File: src/rtl/amux_cmd_rx.sv
module amux_cmd_rx #(
  parameter int SEL_W  = 4,
  parameter int HOLD_N = 3,
  parameter int SYNC_N = 2
) (
  input  logic              clk,
  input  logic              rst_n,
  input  logic              sclk,
  input  logic              sdata,
  input  logic              en,
  output logic [SEL_W-1:0]  mux_sel,
  output logic [HOLD_N-1:0] hold,
  output logic              frame_status,
  output logic              frame_done
);
  localparam int FRAME_BITS = SEL_W + HOLD_N + 1;
  localparam int HOLD_EDGE  = HOLD_N + 1;
  localparam int CW         = $clog2(FRAME_BITS + 1);

  logic [SYNC_N-1:0]     sck_sy, dat_sy, en_sy;
  logic                  sck_q;
  logic [FRAME_BITS-1:0] shreg;
  logic [CW-1:0]         nfall;

  wire sck  = sck_sy[SYNC_N-1];
  wire dat  = dat_sy[SYNC_N-1];
  wire en_s = en_sy[SYNC_N-1];
  wire rise = en_s &  sck & ~sck_q;
  wire fall = en_s & ~sck &  sck_q;

  always_ff @(posedge clk or negedge rst_n) begin
    if (!rst_n) begin
      sck_sy <= '0;
      dat_sy <= '0;
      en_sy  <= '0;
      sck_q  <= 1'b0;
    end else begin
      sck_sy <= {sck_sy[SYNC_N-2:0], sclk};
      dat_sy <= {dat_sy[SYNC_N-2:0], sdata};
      en_sy  <= {en_sy[SYNC_N-2:0], en};
      sck_q  <= sck;
    end
  end

  always_ff @(posedge clk or negedge rst_n) begin
    if (!rst_n) begin
      shreg        <= '0;
      nfall        <= '0;
      hold         <= '0;
      mux_sel      <= '0;
      frame_status <= 1'b0;
      frame_done   <= 1'b0;
    end else begin
      frame_done <= 1'b0;
      if (!en_s) begin
        shreg <= '0;
        nfall <= '0;
      end else begin
        if (rise) shreg <= {shreg[FRAME_BITS-2:0], dat};
        if (fall) begin
          if (nfall == CW'(HOLD_EDGE - 1)) hold <= shreg[HOLD_N-1:0];
          if (nfall == CW'(FRAME_BITS - 1)) begin
            mux_sel      <= shreg[SEL_W-1:0];
            frame_status <= shreg[FRAME_BITS-1];
            frame_done   <= 1'b1;
            nfall        <= '0;
          end else begin
            nfall <= nfall + 1'b1;
          end
        end
      end
    end
  end

  AST_DONE_SINGLE: assert property (@(posedge clk) disable iff (!rst_n)
    frame_done |=> !frame_done);
  AST_OFF_QUIET: assert property (@(posedge clk) disable iff (!rst_n)
    !en_s |=> (!frame_done && $stable(hold) && $stable(mux_sel)));
  AST_MUX_WITH_DONE: assert property (@(posedge clk) disable iff (!rst_n)
    !$stable(mux_sel) |-> frame_done);
  AST_HOLD_AT_EDGE: assert property (@(posedge clk) disable iff (!rst_n)
    !$stable(hold) |-> (nfall == CW'(HOLD_EDGE)));
  AST_CNT_BOUND: assert property (@(posedge clk) disable iff (!rst_n)
    nfall < CW'(FRAME_BITS));
endmodule

File: config.mk
export PLATFORM = sky130hd
export DESIGN_NAME = amux_cmd_rx
export DESIGN_NICKNAME = d
export VERILOG_FILES = /design/src/rtl/amux_cmd_rx.sv
export SDC_FILE = /design/constraint.sdc
export NUM_CORES = 1
export LEC_CHECK = 0
export ABC_AREA = 1
export BUFFER_PORTS_ARGS = -buffer_cell sky130_fd_sc_hd__buf_2
export CAP_MARGIN = 25
export CORE_UTILIZATION = 46
export DETAILED_ROUTE_END_ITERATION = 10
export GPL_ROUTABILITY_DRIVEN = 0
export HOLD_SLACK_MARGIN = 0.15
export PLACE_DENSITY = 0.68
export SLEW_MARGIN = 20
export SYNTH_ARGS = -nofsm -noshare
export SYNTH_HDL_FRONTEND = slang
export SYNTH_SLANG_ARGS = --single-unit
File: constraint.sdc
create_clock -name clk -period 1.2 [get_ports clk]
set_clock_uncertainty 0.1 [all_clocks]
set_input_delay 0.12 -clock clk [delete_from_list [all_inputs] [get_ports clk]]
set_output_delay 0.12 -clock clk [all_outputs]
set_load 0.03 [all_outputs]
# Yosys cells after proc, flatten, opt, wreduce, memory -nomap -nowiden
# Index checks and enable logic that the tools add are counted.
# totals
inputBits,5
output_inout_bits,9
register_bits,28
# classes
n_eq_ne,4
mux,8
reduce_logical,2
add_sub_neg,1
bitwise,6
# ops
op,count
$mux 8,2
$mux 4,3
$reduce_and 3->1,2
$add 4x1->4 const B,1
$and 1x1->1,4
$eq 4x2->1 const B,1
$eq 4x3->1 const B,1
$ne 2x1->1 const B,2
$mux 1,3
$not 1->1,2

# Logic depth before layout (Yosys ltp)
# depth
depth_word,5
mapped_depth,7
ltp_nobuf,6

# Least setup slack after synthesis
# Ideal clock, no wire load.
# synth_path
path_kind,register -> register
startpoint,reg nfall[0]
endpoint,reg mux_sel[1]
synth_period_minus_slack_ps,1266
setup_time_ps,74
required_time_ps,1026
path_slack_ps,-66
path_stages_with_launch,8
arrival_ps,1092
path_cell_list,dfrtp_1 ha_1 nand3_1 inv_1 nand2_1 buf_6 nand2_1 o21ai_2
# synth_via
elab_chain_len,2
# synth_lines
element,line_no,text
from (decl),23,logic [CW-1:0] nfall;
from (signal assigned),68,nfall <= nfall + 1'b1;
$eq 4x3->1,62,if (nfall == CW'(FRAME_BITS - 1)) begin
$reduce_and 3->1 (no source line),-,
to (signal assigned),63,mux_sel <= shreg[SEL_W-1:0];
to (decl),11,"output logic [SEL_W-1:0] mux_sel,"
# No other way between the ends.
# A chain may end at the register's enable or synchronous reset.

# Worst setup path after layout
# Same ends and word-level chain as after synthesis.

==> impl_metrics.tcl <==
set metrics [dict create \
    synthToLayoutAreaGrowth_pct 30.16 \
    endpoint_kind "register" \
    path_class "register to register" \
    post-place-ws_ns -0.04848 \
    core_um2 2191 \
    seq_power_share_pct 58.0 \
    cts-htree-levels 1 \
    maxCapViolCount 0 \
    crit_start "nfall[0]" \
    grt_pass1_vias 770 \
    cp.required_ns 1.35 \
    final_max_slew_viol_count 0 \
    vias_per_cell 4.804 \
    violations "setup timing" \
    rsz0062_at_grt "true" \
    ant_nets 0 \
    grt_pass1_wl_mm 3.180 \
    tightest_slew_ns 0.5842 \
    yosysSeqAreaShare_pct 65.73 \
    fin_ws_ns -0.01013 \
    numCtsBuffers 3 \
    antenna_found_initial 0 \
    wl_mm 1.796 \
    cts_buffer_depth 2 \
    worstSetupStartpointType "register" \
    cts_sinks 28 \
    ys_types 14 \
    syn_nets 108 \
    power.share.clock_pct 36.8 \
    first_pass_iters 4 \
    fin_util_pct 63.34 \
    clk_latency_ns 0.33 \
    drc 0 \
    nets 137 \
    setup-violations-final 6 \
    p_sw_mw 0.3462 \
    netSwitchingFraction_pct 20.62 \
    rrSetupSlack_ns -0.01 \
    ys_warn_count 0 \
    vias 759 \
    vdd_drop_max_mv 0.8561 \
    drive_gt1_share_pct 34.62 \
    overflow 0 \
    io_pins 14 \
    p_int_mw 1.332 \
    p_total_mw 1.679 \
    leakage_nw 0.7014 \
    final_common_cell "dfrtp_1" \
    reg2reg_from "nfall[0]" \
    p_comb_share_pct 5.2 \
    reg2reg_to "mux_sel[1]" \
    finalCritPeriodShare_pct 100.8 \
    power_density_nw_per_um2 1210 \
    die-width_um 50.14 \
    wl_per_cell_um 11.37 \
    port_buffers 13 \
    hpwl_mm 1.208 \
    hold_viol 0 \
    dieArea_um2 2514 \
    whs_ns 0.2028 \
    final_cell_mix "28 x dfrtp_1, 19 x nand2_1, 13 x buf_2" \
    row_count 17 \
    outcome "finished with violations" \
    relSlewSlack_pct 61.05 \
    finalCriticalPeriod_ns 1.210 \
    first_iter_violations 11 \
    grt_use_total_pct 16.95 \
    clock-root-buffer "clkbuf_4" \
    fillers 184 \
    arrival_ns 1.36 \
    fmax_mhz 826.4 \
    syn-instance-count 102 \
    worst-path-max-fanout 6 \
    syn_avg_cell_area_um2 10.45 \
    die_h_um 50.14 \
    reg2reg_depth 7 \
    holdCritPathClass "input port to asynchronous set/reset pin" \
    insertedDiodeCount 0 \
    grt_max_degree 29 \
    synth-seq-cells 28 \
    clk_pin_slew_worst_paths_ns 0.16 \
    start_util_pct 48.66 \
    tns_ns -0.04433 \
    syn_area_um2 1066 \
    tritoncts "done" \
]
power by group through the flow:
stage	Combinational (mW)	Sequential (mW)	Clock [mW]
2_1_floorplan	0.0294	0.991	0
5_1_grt	0.100	0.976	0.641
6_report	0.0866	0.974	0.618
3_3_place_gp	0.0714	0.988	0
3_5_place_dp	0.0730	0.990	0
4_1_cts	0.0851	0.974	0.618
worst max-delay path by stage:
stage | to
after global placement | mux_sel[0]
after detailed placement | mux_sel[0]
final | mux_sel[1]
after floorplan | mux_sel[1]
after CTS | mux_sel[2]
after global routing | frame_status
critical path: stages, from the launching register on:
cell and delay (ns):
dfrtp_1 0.41, ha_4 0.16, nand3_2 0.07, inv_2 0.08
nand2_4 0.07, buf_12 0.15, nand2_2 0.05, o21ai_2 0.05
flip-flops by register name, summed over array words and instances (netlist names):
signal,count
sck_q,1
sck_sy,2
en_sy,2
hold,3
nfall,4
mux_sel,4
frame_status,1
frame_done,1
dat_sy,2
shreg,8
cell type report:
cell class | instances | area (µm²) | area share [%]
Clock buffer | 3 | 22.52 | 1.623
Clock inverter | 1 | 30.03 | 2.164
Inverter | 12 | 45.04 | 3.246
Multi-Input combinational cell | 60 | 349.1 | 25.16
Sequential cell | 28 | 700.7 | 50.50
Tap cell | 28 | 35.03 | 2.525
Timing Repair Buffer | 26 | 205.2 | 14.79
per-stage QoR:
| step | cells | instance area, µm² |
|---|---|---|
| 2_1_floorplan | 102 | 1084 |
| 3_3_place_gp | 147 | 1225 |
| 3_5_place_dp | 147 | 1225 |
| 4_1_cts | 157 | 1373 |
| 5_1_grt | 158 | 1388 |
| 6_report | 158 | 1388 |
cells in the mapped netlist (all sizes together):
cell / count / area share, %
nor2: 3 / 1.8
ha: 1 / 1.2
nand4: 1 / 0.59
dfrtp: 28 / 66
o21ai: 17 / 9.7
buf: 2 / 1.5
nand3: 10 / 4.7
inv: 12 / 4.2
o22ai: 1 / 0.59
xor2: 1 / 0.82
nand2: 26 / 9.2
metal layers:
metal	vias up	share of wire, %	GRT usage, %
met1	353	46	19.96
met5	-	0	0
met2	17	49	29.33
li1	385	-	-
met4	0	1.8	7.619
met3	4	3.0	3.636
timing repair:
action                                 in CTS  in global routing
gates cloned                                1                  0
endpoints found under the hold margin      31                  0
pin swaps                                   1                  2
gates resized for setup                     7                  8
hold buffers                                4                  0
setup endpoints to repair                   8                 15
setup buffers                               1                  1
kinds of logic after synthesis:
| logic type | after synthesis | share of synthesized area (%) |
|---|---|---|
| and+or+nand+nor | 40 | 16.20 |
| AOI/OAI and AO/OA | 18 | 10.33 |
| buffers and inverters | 14 | 5.750 |
| xor gates and xnor gates | 1 | 0.8217 |
| adders and majority gates | 1 | 1.174 |
| DFF | 28 | 65.73 |
Power figures use the tool's default switching activity.
